## config.mk

```make
export PLATFORM = sky130hd
export DESIGN_NAME = cordic_polar
export DESIGN_NICKNAME = d
export VERILOG_FILES = /design/src/rtl/cordic_polar_pkg.sv /design/src/rtl/cordic_polar_ctrl.sv /design/src/rtl/cordic_polar_dp.sv /design/src/rtl/cordic_polar.sv
export SDC_FILE = /design/constraint.sdc
export NUM_CORES = 2
export LEC_CHECK = 0
export BUFFER_PORTS_ARGS = -buffer_cell sky130_fd_sc_hd__clkbuf_2
export CAP_MARGIN = 30
export CORE_AREA = 2 2 434 436
export CTS_BUF_LIST = sky130_fd_sc_hd__clkbuf_8 sky130_fd_sc_hd__clkbuf_16
export DETAILED_ROUTE_END_ITERATION = 8
export DIE_AREA = 0 0 436 438
export PLACE_DENSITY = 0.65
export SLEW_MARGIN = 20
export SYNTH_ARGS = -nofsm -noshare
export SYNTH_HDL_FRONTEND = slang
export SYNTH_SLANG_ARGS = --single-unit
```

## constraint.sdc

```tcl
create_clock -name clk -period 9.8 [get_ports clk]
set_input_delay 0.98 -clock clk [delete_from_list [all_inputs] [get_ports clk]]
set_output_delay 0.98 -clock clk [all_outputs]
set_load 0.03 [all_outputs]
```

## src/rtl/cordic_polar_pkg.sv

```systemverilog
`timescale 1ns/1ps
package cordic_polar_pkg;
  parameter int DATA_W = 16;
  parameter int FRAC_W = 4;
  parameter int GUARD_W = 2;
  parameter int ITER_N = 15;
  parameter int ANG_W = 20;
  parameter int FRONT_LAT = 2;
  parameter int BACK_LAT = 3;
  localparam int CORE_W = DATA_W + FRAC_W + GUARD_W;
  localparam int MAG_W = DATA_W + FRAC_W + 1;
  localparam int TOTAL_LAT = FRONT_LAT + ITER_N + BACK_LAT;

  typedef struct packed {
    logic                  load;
    logic [FRONT_LAT-1:0]  front;
    logic [ITER_N-1:0]     iter;
    logic [BACK_LAT-2:0]   back;
  } strobes_t;

  typedef struct packed {
    logic zero;
    logic yNeg;
    logic xNeg;
    logic swap;
  } foldFlags_t;

  // arctan(2^-n) in units of 2^-20 turn, rounded
  function automatic logic [ANG_W-1:0] atanStep(input int n);
    int v;
    case (n)
      0: v = 131072;  1: v = 77376;  2: v = 40884;  3: v = 20753;
      4: v = 10417;   5: v = 5213;   6: v = 2607;   7: v = 1304;
      8: v = 652;     9: v = 326;    10: v = 163;   11: v = 81;
      12: v = 41;     13: v = 20;    14: v = 10;    15: v = 5;
      16: v = 3;      17: v = 1;     18: v = 1;
      default: v = 0;
    endcase
    return ANG_W'(v);
  endfunction
endpackage

```

## src/rtl/cordic_polar_ctrl.sv

```systemverilog
`timescale 1ns/1ps
module cordic_polar_ctrl
  import cordic_polar_pkg::*;
(
  input  logic     clk,
  input  logic     rstN,
  input  logic     inVld,
  output strobes_t stb,
  output logic     outVld
);
  logic [FRONT_LAT-1:0] frontVld;
  logic [ITER_N-1:0]    iterVld;
  logic [BACK_LAT-2:0]  backVld;

  always_ff @(posedge clk or negedge rstN) begin
    if (!rstN) begin
      frontVld <= '0;
      iterVld  <= '0;
      backVld  <= '0;
      outVld   <= 1'b0;
    end else begin
      frontVld <= {frontVld[FRONT_LAT-2:0], inVld};
      iterVld  <= {iterVld[ITER_N-2:0], frontVld[FRONT_LAT-1]};
      backVld  <= {backVld[BACK_LAT-3:0], iterVld[ITER_N-1]};
      outVld   <= backVld[BACK_LAT-2];
    end
  end

  always_comb begin
    stb.load  = inVld;
    stb.front = frontVld;
    stb.iter  = iterVld;
    stb.back  = backVld;
  end
endmodule

```

## src/rtl/cordic_polar_dp.sv

```systemverilog
`timescale 1ns/1ps
module cordic_polar_dp
  import cordic_polar_pkg::*;
(
  input  logic               clk,
  input  logic               rstN,
  input  strobes_t           stb,
  input  logic [DATA_W-1:0]  inX,
  input  logic [DATA_W-1:0]  inY,
  output logic [MAG_W-1:0]   outMag,
  output logic [ANG_W-1:0]   outAng
);
  localparam logic [DATA_W-1:0] MOST_NEG = {1'b1, {(DATA_W-1){1'b0}}};
  localparam logic [DATA_W-1:0] MOST_POS = {1'b0, {(DATA_W-1){1'b1}}};
  localparam logic [ANG_W-1:0]  QUARTER  = ANG_W'(1) << (ANG_W-2);
  localparam logic [ANG_W-1:0]  HALF     = ANG_W'(1) << (ANG_W-1);

  function automatic logic [DATA_W-1:0] satAbs(input logic [DATA_W-1:0] v);
    if (v == MOST_NEG) return MOST_POS;
    else if (v[DATA_W-1]) return -v;
    else return v;
  endfunction

  // fold stage 1: absolute values and signs
  logic [DATA_W-1:0] absX, absY;
  logic              sgnX, sgnY;
  always_ff @(posedge clk or negedge rstN) begin
    if (!rstN) begin
      absX <= '0; absY <= '0; sgnX <= 1'b0; sgnY <= 1'b0;
    end else if (stb.load) begin
      absX <= satAbs(inX);
      absY <= satAbs(inY);
      sgnX <= inX[DATA_W-1];
      sgnY <= inY[DATA_W-1];
    end
  end

  // fold stage 2: order the pair so that x >= y
  logic [DATA_W-1:0] foldX, foldY;
  foldFlags_t        foldFlags;
  logic              needSwap;
  assign needSwap = absY > absX;
  always_ff @(posedge clk or negedge rstN) begin
    if (!rstN) begin
      foldX <= '0; foldY <= '0; foldFlags <= '0;
    end else if (stb.front[0]) begin
      foldX <= needSwap ? absY : absX;
      foldY <= needSwap ? absX : absY;
      foldFlags.zero <= (absX == '0) && (absY == '0);
      foldFlags.yNeg <= sgnY;
      foldFlags.xNeg <= sgnX;
      foldFlags.swap <= needSwap;
    end
  end

  // micro-rotation chain
  logic signed [CORE_W-1:0] cx [0:ITER_N];
  logic signed [CORE_W-1:0] cy [0:ITER_N];
  logic        [ANG_W-1:0]  cz [0:ITER_N];
  foldFlags_t               cf [0:ITER_N];
  logic [ITER_N-1:0]        iterLoad;

  assign cx[0] = {{GUARD_W{1'b0}}, foldX, {FRAC_W{1'b0}}};
  assign cy[0] = {{GUARD_W{1'b0}}, foldY, {FRAC_W{1'b0}}};
  assign cz[0] = '0;
  assign cf[0] = foldFlags;
  assign iterLoad = {stb.iter[ITER_N-2:0], stb.front[FRONT_LAT-1]};

  for (genvar i = 0; i < ITER_N; i++) begin : g_iter
    localparam logic [ANG_W-1:0] STEP = atanStep(i);
    logic signed [CORE_W-1:0] xr, yr;
    logic        [ANG_W-1:0]  zr;
    foldFlags_t               fr;
    always_ff @(posedge clk or negedge rstN) begin
      if (!rstN) begin
        xr <= '0; yr <= '0; zr <= '0; fr <= '0;
      end else if (iterLoad[i]) begin
        if (!cy[i][CORE_W-1]) begin
          xr <= cx[i] + (cy[i] >>> i);
          yr <= cy[i] - (cx[i] >>> i);
          zr <= cz[i] + STEP;
        end else begin
          xr <= cx[i] - (cy[i] >>> i);
          yr <= cy[i] + (cx[i] >>> i);
          zr <= cz[i] - STEP;
        end
        fr <= cf[i];
      end
    end
    assign cx[i+1] = xr;
    assign cy[i+1] = yr;
    assign cz[i+1] = zr;
    assign cf[i+1] = fr;
  end

  // back stage 1: partial gain sums, clamp, undo exchange
  logic signed [CORE_W-1:0] gainA, gainB, gainC;
  logic [ANG_W-1:0]         angA, angB, angRes;
  logic [ANG_W-1:0]         angIn;
  logic                     bXNeg, bYNeg, cYNeg;
  foldFlags_t               endFlags;
  assign endFlags = cf[ITER_N];
  assign angIn = cz[ITER_N][ANG_W-1] ? '0 : cz[ITER_N];

  always_ff @(posedge clk or negedge rstN) begin
    if (!rstN) begin
      gainA <= '0; gainB <= '0; angA <= '0; bXNeg <= 1'b0; bYNeg <= 1'b0;
    end else if (stb.iter[ITER_N-1]) begin
      gainA <= (cx[ITER_N] >>> 1) + (cx[ITER_N] >>> 3);
      gainB <= (cx[ITER_N] >>> 6) + (cx[ITER_N] >>> 9);
      if (endFlags.zero)      angA <= '0;
      else if (endFlags.swap) angA <= QUARTER - angIn;
      else                    angA <= angIn;
      bXNeg <= endFlags.xNeg;
      bYNeg <= endFlags.yNeg;
    end
  end

  // back stage 2: combine gain terms, undo x sign
  always_ff @(posedge clk or negedge rstN) begin
    if (!rstN) begin
      gainC <= '0; angB <= '0; cYNeg <= 1'b0;
    end else if (stb.back[0]) begin
      gainC <= gainA - gainB;
      angB  <= bXNeg ? (HALF - angA) : angA;
      cYNeg <= bYNeg;
    end
  end

  // back stage 3: final gain trim, undo y sign
  logic signed [CORE_W-1:0] gainTrim;
  assign gainTrim = gainC - (gainC >>> 12);
  always_ff @(posedge clk or negedge rstN) begin
    if (!rstN) begin
      outMag <= '0; angRes <= '0;
    end else if (stb.back[1]) begin
      outMag <= MAG_W'(gainTrim);
      angRes <= cYNeg ? (ANG_W'(0) - angB) : angB;
    end
  end
  assign outAng = angRes;
endmodule

```

## src/rtl/cordic_polar.sv

```systemverilog
`timescale 1ns/1ps
module cordic_polar
  import cordic_polar_pkg::*;
(
  input  logic               clk,
  input  logic               rstN,
  input  logic               inVld,
  input  logic [DATA_W-1:0]  inX,
  input  logic [DATA_W-1:0]  inY,
  output logic               outVld,
  output logic [MAG_W-1:0]   outMag,
  output logic [ANG_W-1:0]   outAng
);
  strobes_t stb;

  cordic_polar_ctrl u_ctrl (
    .clk    (clk),
    .rstN   (rstN),
    .inVld  (inVld),
    .stb    (stb),
    .outVld (outVld)
  );

  cordic_polar_dp u_dp (
    .clk    (clk),
    .rstN   (rstN),
    .stb    (stb),
    .inX    (inX),
    .inY    (inY),
    .outMag (outMag),
    .outAng (outAng)
  );
endmodule

```

; Word-level counts from Yosys, hierarchy flattened
; Cells that the tools add are included.
[word_totals]
output_inout_bits = 42
elab_cells = 279
reg_bits = 1217
[op_classes]
n_mux = 52
n_lt_le_gt_ge = 1
add_sub_neg = 93
reduce_logical = 3
n_eq_ne = 2
[op_table]
columns = cell, count
row1 = 22-bit 2-to-1 mux, 27
row2 = 20-bit 2-to-1 mux, 18
row3 = 16-bit 2-to-1 mux, 6
row4 = 22-bit by 20-bit adder with 22-bit output, 3
row5 = 22-bit by 20-bit subtractor with 22-bit output, 3
row6 = 22-bit by 10-bit adder with 22-bit output, 2
row7 = 22-bit by 11-bit adder with 22-bit output, 2
row8 = 22-bit by 12-bit adder with 22-bit output, 2
row9 = 22-bit by 13-bit adder with 22-bit output, 2
row10 = 22-bit by 14-bit adder with 22-bit output, 2
row11 = 22-bit by 15-bit adder with 22-bit output, 2
row12 = 22-bit by 16-bit adder with 22-bit output, 2
row13 = 22-bit by 17-bit adder with 22-bit output, 2
row14 = 22-bit by 18-bit adder with 22-bit output, 2
row15 = 22-bit by 19-bit adder with 22-bit output, 2
row16 = 22-bit by 9-bit adder with 22-bit output, 2
row17 = 22-bit by 10-bit subtractor with 22-bit output, 2
row18 = 22-bit by 11-bit subtractor with 22-bit output, 2
row19 = 22-bit by 12-bit subtractor with 22-bit output, 2
row20 = 22-bit by 13-bit subtractor with 22-bit output, 2
row21 = 22-bit by 14-bit subtractor with 22-bit output, 2
row22 = 22-bit by 15-bit subtractor with 22-bit output, 2
row23 = 22-bit by 16-bit subtractor with 22-bit output, 2
row24 = 22-bit by 17-bit subtractor with 22-bit output, 2
row25 = other kinds (50), 56

; Longest topological paths before layout
[depth]
word_depth = 4
depth_mapped = 18
ltp_nobuf = 18

; Modules after synthesis
; From an unflattened synthesis, not the netlist that was laid out.
[unflattened]
cells_unflattened = 10307
hier_area_um2 = 93308.2
[modules_own_cells]
columns = module, area_per_inst_um2, cells_per_inst, n_inst
row1 = cordic_polar_dp, 92800.3, 10286, 1
row2 = cordic_polar_ctrl, 508.0, 21, 1

; Worst setup path after synthesis
; OpenSTA, ideal clock, no wires.
[synth_path]
path_type = flip-flop to flip-flop
startpoint = register u_dp.g_iter[10].yr[21]
endpoint = register u_dp.g_iter[11].xr[20]
t_required_ns = 9.674
stages_incl_launch_ff = 15
t_arrival_ns = 4.343
n_path_buf = 3
period_less_slack_ns = 4.469
slack_ns = 5.331
setup_time_ns = 0.126
cell_sequence = dfrtp_1 clkbuf_1 clkbuf_1 clkbuf_1 mux2i_1 fa_1 a21o_1 a211o_1 a2111oi_4 o311ai_1 a2111o_1 a31o_1 a2111oi_4 nor4_1 a311o_1
[synth_via]
elab_chain_len = 2
elab_cells_between_ends = 3
cone_classes = add/sub: 2 / mux: 1
[synth_lines]
columns = element, line_no
row1 = from (decl), cordic_polar_dp.sv:71  ; logic signed [CORE_W-1:0] xr, yr;
row2 = from (signal assigned), cordic_polar_dp.sv:80  ; yr <= cy[i] - (cx[i] >>> i);
row3 = from (signal assigned), cordic_polar_dp.sv:84  ; yr <= cy[i] + (cx[i] >>> i);
row4 = 22-bit by 11-bit adder with 22-bit output / 22-bit by 11-bit subtractor with 22-bit output (equally long branches), "cordic_polar_dp.sv:79, cordic_polar_dp.sv:83"
row5 = 22-bit 2-to-1 mux *, cordic_polar_dp.sv:78  ; if (!cy[i][CORE_W-1]) begin
row6 = to (signal assigned), cordic_polar_dp.sv:79  ; xr <= cx[i] + (cy[i] >>> i);
row7 = to (signal assigned), cordic_polar_dp.sv:83  ; xr <= cx[i] - (cy[i] >>> i);
row8 = to (decl), cordic_polar_dp.sv:71
; Mark *: on every way between the ends. The rest lies on a longest branch, timed or not.
; A chain may end at the register's enable or synchronous reset.

; Worst setup path in the final report
[layout_path]
startpoint = register u_dp.g_iter[8].yr[21]
endpoint = register u_dp.g_iter[9].yr[20]
[layout_via]
elab_chain_len = 1
[layout_lines]
columns = element, line_no
row1 = from (decl), cordic_polar_dp.sv:71
row2 = from (signal assigned), cordic_polar_dp.sv:80
row3 = from (signal assigned), cordic_polar_dp.sv:84
row4 = 22-bit 2-to-1 mux, cordic_polar_dp.sv:78
row5 = to (signal assigned), cordic_polar_dp.sv:80
row6 = to (signal assigned), cordic_polar_dp.sv:84
row7 = to (decl), cordic_polar_dp.sv:71
; Every way passes these cells.

==> results.md <==
- Cell row count: ~160
- DRT Pass-1 Iters: 5
- Worst-Margin Slew: around 1000 ps
- Max Clock Freq: 218 MHz
- Die Span X: between 400 and 500 um
- Die Ht: 438 um
- Synth Area in Compound Gates: 18.7%
- Syn Inst Count: 10200
- IO buf count: 76
- Kind of critical path: flip-flop to flip-flop
- Post-synthesis mux area share: between 8 and 9%
- Post-Synth Simple-Gate Area: between 10 and 15%
- Final setup violation count: 0
- CTS clk-pin slew, worst paths: 60 ps
- Mapped Area: ~0.093 mm2
- CTS hold repair buffers: 0
- CP Capture Type: flip-flop
- Post-Route WL: around 240 mm
- Warnings from Yosys: 0
- Maximum clock path buffer count: 3
- Clk_lat worst skew: between 800 and 900 ps
- NumNets Final: 11200
- Gpl congestion: 0.909
- FFs w/ async S/R, synth: 100%
- Adder-cell share of the synthesized area: 14.3%
- Number of synthesized flops with an enable pin: 0
- Startpoint types: flip-flop
- Area delta synth->final: 8.68%
- Largest net degree at the start of global routing: 170
- Setup bufs post-CTS: 0
- Post-detail-place hpwl: 181 mm
- Syn nets: 11200
- DIE AREA: 0.191 mm2
- Total CTS buffers: 142
- CP arrival: 5230 ps
- Setup total negative slack: 0 ps
- Core Area: between 0.15 and 0.2 mm2
- Initial core utilization: 49.6%
- Vias per inst: roughly 5.9
- Syn Area/Cell: 9.12 um2
- Total GRT Usage: 24.4%
- Max Cap Viol: 0
- Flops & latches, synth: approximately 1200
- CTS Root Cell: clkbuf_16
- Hold Vio Cnt, Final: 0
- Worst min path class: input pin to async pin
- GRT overflow: 0
- Largest family of logic cells by synthesized area: compound AO/OA/AOI/OAI gates
- Crit share post-route: 46.8%
- Total number of vias: 74800
- Post-Synth XOR/XNOR Area: 9.97%
- Tmin final: 4590 ps
- DRT iter0 DRCs: 4894
- Reg2reg end: u_dp.g_iter[9].yr[20]
- CP max FO: 30
- # resized after CTS: 0
- Initial antenna violation count: 2
- CTS tree: built
- First-pass GRT wire length: 387 mm
- DRC errors left: 0
- RR Startpoint: u_dp.g_iter[8].yr[21]
- Routed len/inst: 18.5 um
- Final Slew Violations: 0
- Distinct cells, synth: 83
- RSZ-0062 raised after global routing: false
- Fraction of layout cells with a size suffix above 1: 10.1%
- Reg2reg setup slack: between 5000 and 6000 ps
- Antenna-violating nets left: 0
- Slew headroom: 30.0%
- CP required: between 10000 and 15000 ps
- Prevailing post-synth register cell: dfrtp_1
- Status: finished clean
- Clk sinks: about 1200
- I/O pin count: 77
- H-tree depth: 4
- Vias in the first global route: 72600
- Length in cells of the worst reg-to-reg path: 12
- Clock Skew: 38.7 ps
- Register area share after synthesis: between 30% and 40%
-- registers in the layout (all words and copies together) (netlist names), 21 cells and up --
| name | cells |
|---|---|
| u_dp.g_iter.yr | 285 |
| u_dp.g_iter.xr | 317 |
| u_dp.gainC | 22 |
| u_dp.cf | 64 |
| u_dp.outMag | 21 |
| u_dp.g_iter.zr | 263 |
| u_dp.gainA | 21 |
-- how the worst max path moves through the flow --
stage / startpoint / to / slack (ps) / depth (start not counted)
6_report: u_dp.g_iter[8].yr[21] / u_dp.g_iter[9].yr[20] / 5210 / 12
5_1_grt: u_dp.g_iter[5].yr[9] / u_dp.g_iter[6].xr[21] / 4700 / 15
4_1_cts: u_dp.g_iter[10].yr[14] / u_dp.g_iter[11].xr[20] / 5040 / 14
3_5_place_dp: u_dp.g_iter[10].yr[14] / u_dp.g_iter[11].xr[20] / 5060 / 14
3_3_place_gp: u_dp.g_iter[10].yr[14] / u_dp.g_iter[11].xr[20] / 5130 / 14
2_1_floorplan: u_dp.g_iter[10].yr[21] / u_dp.g_iter[11].xr[20] / 5330 / 14
-- cell usage after synthesis, drive strengths merged, types with 27 or more instances --
master / instances / area, um2
nand2: 584 / 2190
o31ai: 96 / 721
and2: 48 / 300
dfrtp: 1159 / 29000
a211o: 40 / 350
o311ai: 30 / 263
a31oi: 126 / 788
o41ai: 40 / 350
nand3: 162 / 811
nor4: 81 / 513
o211ai: 60 / 450
clkbuf: 247 / 927
mux2: 598 / 6730
a2111oi: 27 / 274
a21boi: 28 / 210
buf: 50 / 189
nor3: 340 / 1700
inv: 452 / 1700
o21a: 154 / 1160
o21bai: 82 / 616
xor2: 364 / 3190
a211oi: 98 / 736
o2bb2ai: 27 / 236
fa: 44 / 881
a21oi: 882 / 4410
or3: 79 / 494
a31o: 27 / 236
xnor2: 690 / 6040
ha: 991 / 12400
o21ai: 502 / 2510
nor2b: 109 / 682
mux2i: 121 / 1210
a21o: 323 / 2420
and3: 111 / 694
nand2b: 121 / 757
nand3b: 38 / 285
nor2: 857 / 3220
or2: 33 / 206
nand4: 52 / 325
-- per-stage QoR --
step | std cells | hold WS [ps] | instance area [um2] | utilization [%] | worst slack (ps)
final | 12800 | 118 | 101000 | 53.9 | 5210
after global routing | 12800 | 140 | 101000 | 53.9 | 4700
after CTS | 12700 | 115 | 101000 | 53.9 | 5040
after detailed placement | 12500 | 458 | 95600 | 51.2 | 5060
after global placement | 12500 | 438 | 95500 | 51.2 | 5130
after floorplan | 10200 | 352 | 92600 | - | 5330
-- layout make-up --
class | count | area [um2]
Clock inverter | 93 | 1040
Antenna cell | 1 | 2.50
Inverter | 457 | 1720
Timing Repair Buffer | 142 | 1050
Fill cell | 17000 | 85900
Tap cell | 2495 | 3120
Clock buffer | 167 | 3900
Multi-Input combinational cell | 8241 | 60800
Sequential cell | 1159 | 29000
-- critical path: stages (launching register included) --
cell       delay, ps
dfrtp_1          740
buf_4            420
mux2_2           420
fa_1             440
a21o_1           170
a21o_1           200
a2111oi_0        690
o31a_1           280
o21ai_1          150
a221oi_1         480
a21oi_1          150
xnor2_1          180
a21oi_1           90
-- per-layer routing --
layer	vias to the layer above	wire length [um]	global-route usage, %
li1	36800	-	-
met1	36300	116000	35.1
met2	1397	106000	38.6
met3	313	9520	3.15
met4	0	5050	6.11
met5	-	0	0
-- cell usage in the layout (no fill, tap or decap), drive strengths merged, types with 162 or more instances in the layout --
master	n
a21o	323
a21oi	882
clkbuf	243
dfrtp	1159
ha	991
inv	491
mux2	598
nand2	584
nand3	162
nor2	857
nor3	340
o21ai	502
xnor2	690
xor2	364
-- cell families after synthesis --
group	count (synthesis)
adder cells (fa/ha/maj)	1035
XOR/XNOR	1054
AO/OA/AOI/OAI	2715
AND/OR/NAND/NOR	2718
buffers and inverters	754
flip-flops	1159
multiplexers	719
Power is left out: the tool's default activity adds up to more than one toggle a clock period on the data nets, which glitch-free logic cannot reach.
